## config.mk

```make
export PLATFORM = sky130hd
export DESIGN_NAME = fcal_reader
export DESIGN_NICKNAME = d
export VERILOG_FILES = /design/src/rtl/fcal_pkg.sv /design/src/rtl/fcal_ctrl.sv /design/src/rtl/fcal_dp.sv /design/src/rtl/fcal_reader.sv
export SDC_FILE = /design/constraint.sdc
export NUM_CORES = 1
export LEC_CHECK = 0
export ABC_AREA = 1
export BUFFER_PORTS_ARGS = -buffer_cell sky130_fd_sc_hd__clkbuf_2
export CAP_MARGIN = 20
export CORE_ASPECT_RATIO = 0.6
export CORE_UTILIZATION = 48
export DETAILED_ROUTE_END_ITERATION = 8
export PLACE_DENSITY = 0.7
export SYNTH_ARGS = -nofsm -noshare
export SYNTH_HDL_FRONTEND = slang
export SYNTH_SLANG_ARGS = --single-unit
```

## constraint.sdc

```tcl
create_clock -name clk -period 1.7 [get_ports clk]
set_clock_uncertainty 0.2 [all_clocks]
set_input_delay 0.425 -clock clk [delete_from_list [all_inputs] [get_ports clk]]
set_output_delay 0.425 -clock clk [all_outputs]
set_load 0.005 [all_outputs]
```

## src/rtl/fcal_pkg.sv

```systemverilog
package fcal_pkg;
  typedef enum logic [1:0] {
    REG_STATUS = 2'd0,
    REG_ADDR   = 2'd1,
    REG_DATA   = 2'd2,
    REG_CMD    = 2'd3
  } regSel_t;

  typedef enum logic [1:0] {
    WD_DONECLR,
    WD_ADDR,
    WD_CMD,
    WD_CLEAN
  } wdSel_t;

  // strobes from the sequencer to the datapath
  typedef struct packed {
    logic   clrTimer;
    logic   tickTimer;
    logic   clrIdx;
    logic   incIdx;
    logic   capture;
    logic   clearOut;
    logic   setValid;
    logic   setParity;
    logic   setTimeout;
    wdSel_t wdSel;
  } ctl_t;

  localparam int READY_BIT = 0;
  localparam int DONE_BIT  = 1;
  localparam int RDCMD_BIT = 1;
  localparam int CAL_W     = 16;
  localparam int NUM_BYTES = 2 * CAL_W / 4;
endpackage

```

## src/rtl/fcal_ctrl.sv

```systemverilog
module fcal_ctrl
  import fcal_pkg::*;
(
  input  logic       clk,
  input  logic       rstN,
  input  logic       start,
  input  logic       ready,
  input  logic       timerHit,
  input  logic       idxLast,
  input  logic       parityOk,
  output ctl_t       ctl,
  output logic [1:0] busSel,
  output logic       busWr,
  output logic       busRd,
  output logic       busy
);
  typedef enum logic [3:0] {
    S_IDLE, S_WAIT_PRE, S_CLR_PRE, S_LOAD_ADDR, S_ISSUE,
    S_WAIT_POST, S_CLR_POST, S_CAPTURE, S_SCRUB, S_FINISH
  } state_t;

  state_t state, nextState;

  always_ff @(posedge clk or negedge rstN) begin
    if (!rstN) state <= S_IDLE;
    else       state <= nextState;
  end

  assign busy = (state != S_IDLE);

  always_comb begin
    nextState = state;
    ctl       = '0;
    ctl.wdSel = WD_DONECLR;
    busSel    = REG_STATUS;
    busWr     = 1'b0;
    busRd     = 1'b0;
    unique case (state)
      S_IDLE: begin
        if (start) begin
          ctl.clearOut = 1'b1;
          ctl.clrIdx   = 1'b1;
          ctl.clrTimer = 1'b1;
          nextState    = S_WAIT_PRE;
        end
      end
      S_WAIT_PRE, S_WAIT_POST: begin
        busRd = 1'b1;
        if (ready) begin
          nextState = (state == S_WAIT_PRE) ? S_CLR_PRE : S_CLR_POST;
        end else if (timerHit) begin
          ctl.setTimeout = 1'b1;
          nextState      = S_IDLE;
        end else begin
          ctl.tickTimer = 1'b1;
        end
      end
      S_CLR_PRE, S_CLR_POST: begin
        busWr     = 1'b1;
        ctl.wdSel = WD_DONECLR;
        nextState = (state == S_CLR_PRE) ? S_LOAD_ADDR : S_CAPTURE;
      end
      S_LOAD_ADDR: begin
        busSel    = REG_ADDR;
        busWr     = 1'b1;
        ctl.wdSel = WD_ADDR;
        nextState = S_ISSUE;
      end
      S_ISSUE: begin
        busSel       = REG_CMD;
        busWr        = 1'b1;
        ctl.wdSel    = WD_CMD;
        ctl.clrTimer = 1'b1;
        nextState    = S_WAIT_POST;
      end
      S_CAPTURE: begin
        busSel      = REG_DATA;
        busRd       = 1'b1;
        ctl.capture = 1'b1;
        nextState   = S_SCRUB;
      end
      S_SCRUB: begin
        busSel    = REG_DATA;
        busWr     = 1'b1;
        ctl.wdSel = WD_CLEAN;
        if (idxLast) begin
          nextState = S_FINISH;
        end else begin
          ctl.incIdx   = 1'b1;
          ctl.clrTimer = 1'b1;
          nextState    = S_WAIT_PRE;
        end
      end
      S_FINISH: begin
        if (parityOk) ctl.setValid  = 1'b1;
        else          ctl.setParity = 1'b1;
        nextState = S_IDLE;
      end
      default: nextState = S_IDLE;
    endcase
  end
endmodule

```

## src/rtl/fcal_dp.sv

```systemverilog
module fcal_dp
  import fcal_pkg::*;
#(
  parameter int ADDR_W      = 10,
  parameter int BASE_ADDR   = 24,
  parameter int TIMEOUT_CYC = 1000,
  parameter int CLEAN_VAL   = 2
) (
  input  logic              clk,
  input  logic              rstN,
  input  ctl_t              ctl,
  input  logic [ADDR_W-1:0] busRData,
  output logic [ADDR_W-1:0] busWData,
  output logic              timerHit,
  output logic              idxLast,
  output logic              parityOk,
  output logic              done,
  output logic              calValid,
  output logic              parityErr,
  output logic              timeoutErr,
  output logic [CAL_W-1:0]  calLow,
  output logic [CAL_W-1:0]  calHigh
);
  localparam int IDX_W = $clog2(NUM_BYTES);
  localparam int TMR_W = $clog2(TIMEOUT_CYC + 1);

  logic [IDX_W-1:0]       idx;
  logic [TMR_W-1:0]       timer;
  logic [7:0]             codeByte [NUM_BYTES];
  logic [NUM_BYTES-1:0]   byteOk;
  logic [4*NUM_BYTES-1:0] nibbles;

  assign timerHit = (timer == TMR_W'(TIMEOUT_CYC - 1));
  assign idxLast  = (idx == IDX_W'(NUM_BYTES - 1));

  always_comb begin
    unique case (ctl.wdSel)
      WD_DONECLR: busWData = ADDR_W'(1) << DONE_BIT;
      WD_ADDR:    busWData = ADDR_W'(BASE_ADDR) + ADDR_W'(idx);
      WD_CMD:     busWData = ADDR_W'(1) << RDCMD_BIT;
      default:    busWData = ADDR_W'(CLEAN_VAL);
    endcase
  end

  for (genvar g = 0; g < NUM_BYTES; g++) begin : g_byte
    assign nibbles[4*g +: 4] = codeByte[g][3:0];
    assign byteOk[g] = (codeByte[g][7:4] ==
                        {codeByte[g][1] ^ codeByte[g][3],
                         codeByte[g][0] ^ codeByte[g][2],
                         codeByte[g][2] ^ codeByte[g][3],
                         codeByte[g][0] ^ codeByte[g][1]});
  end
  assign parityOk = &byteOk;

  always_ff @(posedge clk or negedge rstN) begin
    if (!rstN) begin
      idx   <= '0;
      timer <= '0;
      for (int i = 0; i < NUM_BYTES; i++) codeByte[i] <= '0;
    end else begin
      if (ctl.clrIdx)      idx <= '0;
      else if (ctl.incIdx) idx <= idx + 1'b1;
      if (ctl.clrTimer)       timer <= '0;
      else if (ctl.tickTimer) timer <= timer + 1'b1;
      if (ctl.capture) codeByte[idx] <= busRData[7:0];
    end
  end

  always_ff @(posedge clk or negedge rstN) begin
    if (!rstN) begin
      done       <= 1'b0;
      calValid   <= 1'b0;
      parityErr  <= 1'b0;
      timeoutErr <= 1'b0;
      calLow     <= '0;
      calHigh    <= '0;
    end else begin
      done <= ctl.setValid | ctl.setParity | ctl.setTimeout;
      if (ctl.clearOut) begin
        calValid   <= 1'b0;
        parityErr  <= 1'b0;
        timeoutErr <= 1'b0;
        calLow     <= '0;
        calHigh    <= '0;
      end
      if (ctl.setValid) begin
        calValid <= 1'b1;
        calLow   <= nibbles[CAL_W-1:0];
        calHigh  <= nibbles[2*CAL_W-1:CAL_W];
      end
      if (ctl.setParity)  parityErr  <= 1'b1;
      if (ctl.setTimeout) timeoutErr <= 1'b1;
    end
  end
endmodule

```

## src/rtl/fcal_reader.sv

```systemverilog
module fcal_reader
  import fcal_pkg::*;
#(
  parameter int ADDR_W      = 10,
  parameter int BASE_ADDR   = 24,
  parameter int TIMEOUT_CYC = 1000,
  parameter int CLEAN_VAL   = 2
) (
  input  logic              clk,
  input  logic              rstN,
  input  logic              start,
  output logic [1:0]        busSel,
  output logic              busWr,
  output logic              busRd,
  output logic [ADDR_W-1:0] busWData,
  input  logic [ADDR_W-1:0] busRData,
  output logic              busy,
  output logic              done,
  output logic              calValid,
  output logic              parityErr,
  output logic              timeoutErr,
  output logic [15:0]       calLow,
  output logic [15:0]       calHigh
);
  ctl_t ctl;
  logic timerHit, idxLast, parityOk;

  fcal_ctrl u_ctrl (
    .clk      (clk),
    .rstN     (rstN),
    .start    (start),
    .ready    (busRData[READY_BIT]),
    .timerHit (timerHit),
    .idxLast  (idxLast),
    .parityOk (parityOk),
    .ctl      (ctl),
    .busSel   (busSel),
    .busWr    (busWr),
    .busRd    (busRd),
    .busy     (busy)
  );

  fcal_dp #(
    .ADDR_W      (ADDR_W),
    .BASE_ADDR   (BASE_ADDR),
    .TIMEOUT_CYC (TIMEOUT_CYC),
    .CLEAN_VAL   (CLEAN_VAL)
  ) u_dp (
    .clk        (clk),
    .rstN       (rstN),
    .ctl        (ctl),
    .busRData   (busRData),
    .busWData   (busWData),
    .timerHit   (timerHit),
    .idxLast    (idxLast),
    .parityOk   (parityOk),
    .done       (done),
    .calValid   (calValid),
    .parityErr  (parityErr),
    .timeoutErr (timeoutErr),
    .calLow     (calLow),
    .calHigh    (calHigh)
  );
endmodule

```

==> impl_metrics.sql <==
INSERT INTO impl_metrics (metric_group, metric, value, unit) VALUES
('cts', 'cts.htree.levels', '4', ''),
('synthesis', 'synth-seq-area-share', '49.48', '%'),
('critical_path', 'cp-startpoint', 'u_ctrl.state[2]$_DFFE_PN0P_', ''),
('critical_path', 'regToRegStartpoint', 'u_ctrl.state[3]$_DFFE_PN0P_', ''),
('timing', 'share_of_the_clock_period_used_by_the_worst_path', '134.9', '%'),
('worst_hold_path', 'min-delay-start', 'start', ''),
('cells_and_area', 'finalNonFillerCells', '1144', ''),
('route', 'detailedRoute.firstPassIterationCount', '7', ''),
('cells_and_area', 'seq_area', '0.002939', 'mm2'),
('critical_path', 'criticalPathCategory', 'flip-flop to primary output', ''),
('cells_and_area', 'num-nets-final', '989', ''),
('power_and_ir_drop', 'pwr_density_cell', '1587', 'mW/mm2'),
('floorplan', 'die_height', '88', 'um'),
('cells_and_area', 'nFillCells', '838', ''),
('cells_and_area', 'finalCoreUtilization', '72.99', '%'),
('floorplan', 'dieArea', '0.01279', 'mm2'),
('cells_and_area', 'fin_area', '0.008493', 'mm2'),
('cts', 'cts.clk_slew.worst_paths', '0.05', 'ns'),
('status', 'violations', 'setup timing', ''),
('timing', 'timing.final.max_slew_violations', '0', ''),
('critical_path', 'crit_path_max_fanout', '4', ''),
('place', 'io_buffers', '56', ''),
('route', 'via_per_inst', '5.459', ''),
('place', 'dp_hpwl', '11140', 'um'),
('floorplan', 'die_x', '145.3', 'um'),
('timing', 'fmax', '0.4362', 'GHz'),
('power_and_ir_drop', 'power', '13480', 'uW'),
('route', 'initialDrtViolationCount', '619', ''),
('cells_and_area', 'syn2layout_area_growth', '43.54', '%'),
('timing', 'layout_min_cycle_time', '2.293', 'ns'),
('route', 'remaining_drc_errors', '0', ''),
('synthesis', 'ys_ff_latch', '117', ''),
('global_routing', 'grt_max_degree', '52', ''),
('floorplan', 'num_rows', '30', ''),
('floorplan', 'initial_utilization', '50.85', '%'),
('critical_path', 'critical_path.max_stage_delay', '0.44', 'ns'),
('critical_path', 'critical_path_buf_inv_count', '3', ''),
('timing', 'finalHoldViolCount', '0', ''),
('timing', 'setup_ws', '-0.5925', 'ns'),
('floorplan', 'boundaryPins', '64', ''),
('critical_path', 'worstSetupStartpointType', 'flip-flop', ''),
('global_routing', 'overflow', '0', ''),
('cells_and_area', 'final_cell_mix', 'sky130_fd_sc_hd__nand2_1, sky130_fd_sc_hd__dfrtp_1, sky130_fd_sc_hd__buf_4', ''),
('cts', 'cts_max_path_buffers', '2', ''),
('floorplan', 'core_area', '0.01164', 'mm2'),
('timing', 'actual_transition_at_the_worst_max_transition_pin', '0.4988', 'ns'),
('critical_path', 'end_kind', 'primary output', ''),
('timing', 'setup_viol', '121', ''),
('cts', 'cts_root_buf', 'sky130_fd_sc_hd__clkbuf_16', ''),
('power_and_ir_drop', 'power.static_leakage', '0.004684', 'uW'),
('cells_and_area', 'mostFrequentLayoutCell', 'sky130_fd_sc_hd__nand2_1', ''),
('cells_and_area', 'multi_input_comb_area', '0.002984', 'mm2'),
('place', 'dp_cells', '1073', ''),
('timing', 'grt_setup_unrepaired', 'yes', ''),
('cells_and_area', 'count_of_antenna_diodes_in_the_layout', '0', ''),
('cts', 'cts_tree', 'done', ''),
('critical_path', 'arrival', '1.67', 'ns'),
('critical_path', 'cp_dominant_cell_by_count', 'sky130_fd_sc_hd__nand2_1', ''),
('cells_and_area', 'layout_cells_sized_above_1', '36.28', '%'),
('synthesis', 'synth_cells', '793', ''),
('synthesis', 'post_synth.cell_area_avg', '7.461', 'um2'),
('route', 'route.vias.total', '6245', ''),
('cts', 'worstSkewPairLatency', '0.42', 'ns'),
('critical_path', 'critical-path-top-delay-family', 'flip-flops', ''),
('status', 'run_status', 'finished with violations', ''),
('global_routing', 'grt_pass1_wl', '28240', 'um'),
('global_routing', 'global_route.usage.total', '28.83', '%'),
('timing', 'tns', '-33.22', 'ns'),
('timing', 'slew-limit-headroom', '66.71', '%'),
('route', 'detail_route.wirelength', '19050', 'um'),
('cts', 'cts_made_buffers', '17', '');
[logic make-up after synthesis]
kind of cell,synth area share (%)
AND/OR/NAND/NOR,33.54
flip-flops,49.48
buffers and inverters,7.930
AO/OA/AOI/OAI,7.168
XOR/XNOR,1.184
adder cells (fa/ha/maj),0.6345
other,0.06338
[repair_timing]
action,4_1_cts,5_1_grt
cloned,4,4
setup buffers,15,20
gates resized for setup,90,113
pin swaps,52,56
setup endpoints to repair,121,125
hold endpoints to repair,110,0
hold buffers,1,0
[power breakdown]
part	switching (uW)	total [uW]	internal, uW
clock network	1270	3770	2500
registers	782	4280	3500
logic	3070	5430	2360
total	5120	13500	8360
[tightest hold or removal path, delay by kind of cell]
family,cells,cell delay [ns]
AO/OA/AOI/OAI,2,0.23
buffers and inverters,1,0.11
[final cells by class]
class                           count  area share, %
Timing Repair Buffer              181          16.94
Clock buffer                       20          5.377
Inverter                           85          3.757
Sequential cell                   117          34.61
Tap cell                          160          2.357
Multi-Input combinational cell    571          35.14
Clock inverter                     10          1.827
[final timing paths]
path / to / slack (ns) / cells past startpoint
max in group asynchronous: u_dp.codeByte[43]$_DFFE_PN0P_ / 0.52 / 3
worst min register to register: u_dp.timeoutErr$_DFFE_PN0P_ / 0.30 / 2
worst max register to register: u_ctrl.state[2]$_DFFE_PN0P_ / -0.50 / 12
worst max-delay path: busSel[1] / -0.59 / 7
min in group asynchronous: u_dp.timer[4]$_DFFE_PN0P_ / 0.22 / 2
worst min-delay path: u_ctrl.state[0]$_DFFE_PN0P_ / 0.18 / 3
[per-layer routing]
layer	part of all wire, %	up-vias	routed length (um)	global-route usage, %
met2	47	293	8900	46.85
met4	2.0	0	372	11.58
li1	-	2875	-	-
met5	0	-	0	0
met3	9.1	52	1734	6.563
met1	42	3025	8042	38.08
[cells in the mapped netlist]
library cell	n	share of area [%]
sky130_fd_sc_hd__o31ai_1	2	0.25
sky130_fd_sc_hd__nor4_1	2	0.21
sky130_fd_sc_hd__a21oi_1	1	0.085
sky130_fd_sc_hd__buf_4	6	0.76
sky130_fd_sc_hd__ha_1	3	0.63
sky130_fd_sc_hd__xnor2_1	1	0.15
sky130_fd_sc_hd__nor2_2	1	0.11
sky130_fd_sc_hd__dfrtp_1	117	49
sky130_fd_sc_hd__conb_1	1	0.063
sky130_fd_sc_hd__o21ai_2	1	0.15
sky130_fd_sc_hd__nor2_4	1	0.19
sky130_fd_sc_hd__buf_2	11	0.93
sky130_fd_sc_hd__buf_6	3	0.57
sky130_fd_sc_hd__xor2_1	7	1.0
sky130_fd_sc_hd__buf_1	3	0.19
sky130_fd_sc_hd__nand3b_1	17	2.2
sky130_fd_sc_hd__nor3_4	1	0.27
sky130_fd_sc_hd__nand3_1	69	5.8
sky130_fd_sc_hd__nand2_2	1	0.11
sky130_fd_sc_hd__nand2_1	337	21
sky130_fd_sc_hd__o21ai_0	79	6.7
sky130_fd_sc_hd__inv_1	85	5.4
sky130_fd_sc_hd__nor2_1	27	1.7
sky130_fd_sc_hd__clkbuf_2	1	0.085
sky130_fd_sc_hd__nand4_1	9	0.95
sky130_fd_sc_hd__nor3_1	6	0.51
sky130_fd_sc_hd__and3_1	1	0.11
[sequential cells by signal, summed over array words and instances, names as in the netlist, 3 cells and up]
name	count
u_dp.codeByte	64
u_dp.calLow	16
u_dp.timer	10
u_dp.idx	3
u_dp.calHigh	16
u_ctrl.state	4
[metrics by stage]
step	hold WS (ns)	setup WS [ns]
finish	0.1816	-0.5925
global route	0.1696	-0.6499
CTS	0.1528	-0.4501
detailed placement	0.1060	-0.3217
global placement	0.1037	-0.2388
floorplan	-0.07059	-0.06394
Note: power is estimated with default switching activity, not from simulation.
